**src/rtl/fib_seq_pkg.sv**
```systemverilog
package fib_seq_pkg;

   // Term k of the series that starts 0, 1.
   function automatic int unsigned fib_term(input int unsigned k);
      int unsigned a;
      int unsigned b;
      int unsigned t;
      a = 0;
      b = 1;
      for (int unsigned i = 0; i < k; i++) begin
         t = a + b;
         a = b;
         b = t;
      end
      return a;
   endfunction

   // Bits needed to hold a value.
   function automatic int unsigned bits_for(input int unsigned v);
      int unsigned n;
      n = 1;
      while ((v >> n) != 0) n++;
      return n;
   endfunction

endpackage

```
**src/rtl/fib_seq_counter.sv**
```systemverilog
module fib_seq_counter #(
   parameter int unsigned CNT_W = 3
) (
   input  logic             clk,
   input  logic             clr,
   output logic [CNT_W-1:0] state
);

   logic [CNT_W-1:0] cnt_q;

   // Plain binary count: every code leads to its successor, so all
   // codes lie on one cycle and no lock-up state exists.
   always_ff @(posedge clk) begin
      if (clr) cnt_q <= '0;
      else     cnt_q <= cnt_q + 1'b1;
   end

   assign state = cnt_q;

   AST_CLEAR_ZERO: assert property (@(posedge clk)
      clr |=> (state == '0));
   AST_STEP_WRAP: assert property (@(posedge clk) disable iff (clr)
      1'b1 |=> (state == CNT_W'($past(state) + 1'b1)));

endmodule

```
**src/rtl/fib_seq_decoder.sv**
```systemverilog
module fib_seq_decoder #(
   parameter int unsigned CNT_W   = 3,
   parameter int unsigned OUT_W   = 4,
   parameter bit          USE_ROM = 1'b1
) (
   input  logic [CNT_W-1:0] state,
   output logic [OUT_W-1:0] term
);
   import fib_seq_pkg::*;

   localparam int unsigned STATES = 1 << CNT_W;

   generate
      if (USE_ROM) begin : g_rom
         logic [OUT_W-1:0] rom [STATES];
         for (genvar i = 0; i < STATES; i++) begin : g_entry
            assign rom[i] = OUT_W'(fib_term(i));
         end
         assign term = rom[state];
      end else begin : g_func
         always_comb term = OUT_W'(fib_term(int'(state)));
      end
   endgenerate

   always_comb begin
      if (state < CNT_W'(2))
         AST_HEAD_TERMS: assert (term == OUT_W'(state));
   end

endmodule

```
**src/rtl/fib_seq_gen.sv**
```systemverilog
module fib_seq_gen #(
   parameter int unsigned CNT_W   = 3,
   parameter int unsigned OUT_W   = 4,
   parameter bit          USE_ROM = 1'b1
) (
   input  logic             clk,
   input  logic             clr,
   output logic [OUT_W-1:0] term
);
   import fib_seq_pkg::*;

   localparam int unsigned LAST_TERM = fib_term((1 << CNT_W) - 1);
   localparam int unsigned NEED_W    = bits_for(LAST_TERM);

   generate
      if (CNT_W < 1 || CNT_W > 5) begin : g_bad_cnt
         $error("fib_seq_gen: CNT_W must be 1 to 5");
      end
      if (OUT_W < NEED_W) begin : g_bad_out
         $error("fib_seq_gen: OUT_W too narrow for last term");
      end
   endgenerate

   logic [CNT_W-1:0] state;

   fib_seq_counter #(
      .CNT_W(CNT_W)
   ) u_cnt (
      .clk  (clk),
      .clr  (clr),
      .state(state)
   );

   fib_seq_decoder #(
      .CNT_W  (CNT_W),
      .OUT_W  (OUT_W),
      .USE_ROM(USE_ROM)
   ) u_dec (
      .state(state),
      .term (term)
   );

   AST_CLEAR_HOLD: assert property (@(posedge clk)
      clr |=> (term == '0));
   AST_FIB_RULE: assert property (@(posedge clk) disable iff (clr)
      (state >= CNT_W'(2)) |-> (term == $past(term) + $past(term, 2)));
   AST_EDGE_ONLY: assert property (@(posedge clk)
      $stable(state) |-> $stable(term));

endmodule

```
**config.mk**
```make
export PLATFORM = sky130hd
export DESIGN_NAME = fib_seq_gen
export DESIGN_NICKNAME = d
export VERILOG_FILES = /design/src/rtl/fib_seq_pkg.sv /design/src/rtl/fib_seq_counter.sv /design/src/rtl/fib_seq_decoder.sv /design/src/rtl/fib_seq_gen.sv
export SDC_FILE = /design/constraint.sdc
export NUM_CORES = 1
export LEC_CHECK = 0
export BUFFER_PORTS_ARGS = -buffer_cell sky130_fd_sc_hd__buf_2
export CAP_MARGIN = 20
export CORE_AREA = 2 2 39 41
export CTS_CLUSTER_SIZE = 8
export DETAILED_ROUTE_END_ITERATION = 16
export DIE_AREA = 0 0 41 43
export SLEW_MARGIN = 20
export SYNTH_ARGS = -nofsm -noshare
export SYNTH_HDL_FRONTEND = slang
export SYNTH_SLANG_ARGS = --single-unit
export TNS_END_PERCENT = 30
```
**constraint.sdc**
```tcl
create_clock -name clk -period 1.51 [get_ports clk]
set_input_delay 0.302 -clock clk [delete_from_list [all_inputs] [get_ports clk]]
set_output_delay 0.302 -clock clk [all_outputs]
set_load 0.01 [all_outputs]
```
==> run metrics, run 1 <==
Final Total Pwr 0.298 mW; WS Path Type reg -> out; Adder-Cell Fraction of Synth Area 0.231; final hold violation count 0; top cells by area, synth dfxtp_1, ha_1, and2_2; mean area per synthesized cell approximately 9.6 µm²; flops & latches, synth 3; Clock Pin Slew Worst Setup and Hold Paths ~0.040 ns; setup ws final about 0.042 ns; first-pass GRT wire length 483 µm; Max Fclk just under 0.7 GHz; area leader, netlist dfxtp_1; I/O pin total 6; final wirelength between 300 and 400 µm; # fillers approximately 160; CP startpoint kind register; slowest library cell on the worst path dfxtp_2; Vias per Instance ~3.3; cells along the critical path inv_2, ha_4, nor2_1, a21oi_1, buf_2; WP data arrival ~1.2 ns; mux share of post-synthesis cell area 0.0692; register area share after synthesis 0.369; # hold bufs at CTS 0; # port buffers 5; post-synthesis instance total 17; max FFs per register 3; antenna-violating nets left 0; status finished clean; Rel. slew slack 0.909; CTS tree built; Post-route DRC 0; CTS buffer count 3; Die Footprint 0.00176 mm²; period utilisation layout 0.972; Critical Path Sink Type output port; CTS sink cnt 3; Leak around 0.13 nW; Yosys top cell area share 0.369; Clock Latency Late Sink between 0.2 and 0.25 ns; measured slew at the worst slew-check pin roughly 0.14 ns; design area roughly 280 µm²; count of cell types in the netlist 9; power per standard cell area between 1000 and 1500 mW/mm²; largest net degree at the start of global routing 6; Setup TNS 0 ns; H-tree level count 1; Netlist Area Pre-Place 163 µm²; delay-heaviest family, CP flip-flops; min-delay worst type in -> reg; routed vias approximately 150; n_diodes 0; total nets after synthesis 22; Root Buffer clkbuf_4; Cell Rows 14; CP Max Fanout 3; worst slack, placed approximately 0.19 ns; Final nets 34; hpwl dp between 200 and 250 µm; number of global-route vias before repair 137; WP data required roughly 1.2 ns; Placed Cells 39; placed cell area roughly 220 µm²; warnings from Yosys 0; Bufs on Longest Clock Path 2; drt initial violations 2; Post-Synth XOR/XNOR Area 0.0538; max-cap violations 0; # setup viols final 0; layout cells sized above 1 0.679; compound-gate portion of the synthesized area 0.0308; Worst Path Buf+Inv 2; Die Ht approximately 43 µm; antenna violations before repair 0; Peak VDD IR about 0.00024 V; Post-Synth Simple-Gate Area 0.200; Layout area overhead 71.5%; Remaining Overflow, GRT 0; core area approximately 0.0014 mm²; WL/cell just over 8 µm; max-slew violations 0; Non-Filler Instances 44; largest family of logic cells by synthesized area adder cells; Final min period 1.47 ns; 1st-pass router iterations 2; Placer Congestion 0.602; Largest stage delay, worst path ~0.34 ns; Initial Util 0.118; Worst Clk Skew approximately 0.0044 ns; final hold slack ~0.25 ns; Die Wd between 40 and 50 µm; Final Util 0.202; total track usage 0.0532
[what timing repair did]
action | 4_1_cts | 5_1_grt
setup endpoints to repair | 2 | 2
resized for setup | 4 | 5
buffers inserted | 1 | 0
pin swaps | 0 | 0
[synth_stat cells]
library cell  n
nor2_1        3
mux2_2        1
inv_1         2
dfxtp_1       3
xnor2_1       1
nor2b_1       1
ha_1          3
and2_2        2
a21oi_1       1
[final cells by class]
type / instances / area (µm²) / area share
flip-flops and latches: 3 / 65.1 / 0.233
inverters: 2 / 7.51 / 0.0269
clock buffers: 4 / 26.3 / 0.0942
repair buffers: 7 / 46.3 / 0.166
well taps: 16 / 20.0 / 0.0717
multi-input cells: 12 / 114 / 0.408
[worst paths after layout]
| path | depth (start not counted) | endpoint | slack, ns | startpoint |
|---|---|---|---|---|
| setup / recovery | 5 | term[0] | 0.04 | u_cnt.state[0] |
| setup reg to reg | 3 | u_cnt.state[1] | 0.66 | u_cnt.state[0] |
| hold / removal | 2 | u_cnt.state[1] | 0.25 | clr |
| hold reg to reg | 2 | u_cnt.state[0] | 0.54 | u_cnt.state[0] |
[layout by cell type, fill, tap and decap left out, drive strengths merged]
cell	n
a21oi	1
and2	2
buf	7
clkbuf	4
dfxtp	3
ha	3
inv	2
mux2	1
nor2	3
nor2b	1
xnor2	1
[report_power, final]
group	switching, mW	internal, mW	leakage, nW
sequential	0.00642	0.0873	0.0256
clock	0.0438	0.0991	0.0150
combinational	0.0271	0.0343	0.0880
[metal layers]
layer,GRT usage,part of all wire,up-vias
li1,-,-,74
met1,0.0321,0.33,63
met2,0.0594,0.48,7
met3,0.0471,0.12,2
met4,0.100,0.059,0
met5,0,0,-
[cells by family (layout without fill, tap and decap cells)]
| family | after synthesis | count (layout) |
|---|---|---|
| compound gates | 1 | 1 |
| fa+ha+maj | 3 | 3 |
| simple gates | 6 | 6 |
| xor+xnor | 1 | 1 |
| buf+inv | 2 | 13 |
| mux | 1 | 1 |
| flops | 3 | 3 |
[worst register-to-register path, cell delays in order (launching register included)]
cell and delay, ns:
dfxtp_2 0.34, inv_2 0.06, ha_4 0.23, nor2b_1 0.12
Note: power is estimated with default switching activity, not from simulation.
==> run 2: changes to the inputs <==
Settings changed: SETUP_SLACK_MARGIN from default to 0.3.
==> run 2 against run 1 <==
  * Flip-flop and latch count is the same
  * Final area grew 4.0%
  * Worst hold slack lost 0.00062 ns
  * Combinational power grew 8.5%
  * Global-route usage grew 0.31 points
  * Total power grew 0.56%
  * Critical path depth shrank 2
  * Via count shrank 1.4%
  * Sequential share of layout area shrank 1.3 points
==> run metrics, run 2 (synthesis gave the netlist of run 1 again) <==
most frequent cells in the layout clkbuf_4, buf_6, dfxtp_2; core area ~0.0014 mm²; largest net degree at the start of global routing 7; Final Util 0.210; # setup viols final 0; Worst R2R End u_cnt.state[1]; final wirelength between 300 and 400 µm; RSZ-0062 raised after global routing yes; final hold slack around 0.25 ns; total track usage 0.0562; period utilisation layout 0.964; Hold Path Sink u_cnt.state[0]; delay-heaviest family, CP flip-flops; WS Path Type reg -> out; Setup TNS 0 ns; CTS tree built; CTS buffer count 3; max-cap violations 0; WP data required approximately 1.2 ns; power per standard cell area 1030 mW/mm²; Critical R2R Launch u_cnt.state[0]; Remaining Overflow, GRT 0; measured slew at the worst slew-check pin about 0.14 ns; WP data arrival ~1.2 ns; Clock Latency Late Sink approximately 0.23 ns; Bufs on Longest Clock Path 2; Placed Cells 38; min-delay worst type in -> reg; Worst Clk Skew between 0.00007 and 0.00008 ns; antenna violations before repair 0; slowest library cell on the worst path dfxtp_2; Final Total Pwr approximately 0.3 mW; worst reg2reg path depth 3; n_diodes 0; hold path startpoint clr; antenna-violating nets left 0; first-pass GRT wire length 558 µm; Max Fclk 0.687 GHz; status finished clean; Initial Util 0.118; Final min period roughly 1.5 ns; Die Wd around 41 µm; drt initial violations 3; number of global-route vias before repair between 100 and 150; Critical Path Sink Type output port; max FFs per register 3; Peak VDD IR between 0.0002 and 0.0003 V; Vias per Instance between 3 and 4; Die Ht between 40 and 50 µm; Final nets 34; final hold violation count 0; Cell Rows 14; Die Footprint 0.00176 mm²; hold path depth 2; WL/cell approximately 7.3 µm; 1st-pass router iterations 3; CP Max Fanout 3; # port buffers 5; max-slew violations 0; CTS sink cnt 3; layout cells sized above 1 0.750; routed vias around 140; Largest stage delay, worst path around 0.32 ns; Placer Congestion around 0.63; Rel. slew slack 0.903; CP startpoint kind register; H-tree level count 1; Leak 0.131 nW; Non-Filler Instances between 40 and 50; cells along the critical path ha_1, mux2_2, buf_6; Worst Path Buf+Inv 1; Root Buffer clkbuf_4; I/O pin total 6; Post-route DRC 0; Layout area overhead 78.5%; r2r setup slk between 0.6 and 0.7 ns; Clock Pin Slew Worst Setup and Hold Paths around 0.040 ns
run 2: final cells by class:
cell class	count	area, µm²
flip-flops and latches	3	63.8
multi-input cells	12	114
clock buffers	4	26.3
well taps	16	20.0
fillers	162	1090
inverters	2	7.51
repair buffers	7	58.8
run 2: power breakdown:
group | internal, mW | switching, mW
clock network | 0.0989 | 0.0390
registers | 0.0879 | 0.00742
logic | 0.0378 | 0.0287
total | 0.225 | 0.0751
run 2: per-layer routing:
layer	GRT usage	part of all wire	wire, µm
met5	0	0	0
met4	0.0600	0	0
met3	0.0471	0.090	29
met2	0.0625	0.48	155
met1	0.0579	0.43	138
run 2: through the flow:
stage / instance area [µm²] / setup WS (ns)
after floorplan: 166 / 0.341
after global placement: 211 / 0.182
after detailed placement: 211 / 0.151
after CTS: 270 / 0.0322
after global routing: 290 / -0.00458
final: 290 / 0.0550
run 2: worst max path at each step:
stage                   startpoint  endpoint  depth (start not counted)
finish              u_cnt.state[0]   term[1]                          3
global placement    u_cnt.state[0]   term[0]                          5
global route        u_cnt.state[0]   term[0]                          5
CTS                 u_cnt.state[0]   term[0]                          5
detailed placement  u_cnt.state[0]   term[0]                          5
floorplan           u_cnt.state[0]   term[0]                          4
run 2: repair_timing:
item	in CTS	in global routing
hold buffers	0	0
gates cloned	0	0
pin swaps	2	1
resized for setup	6	4
buffers inserted	2	0
setup endpoints to repair	4	4
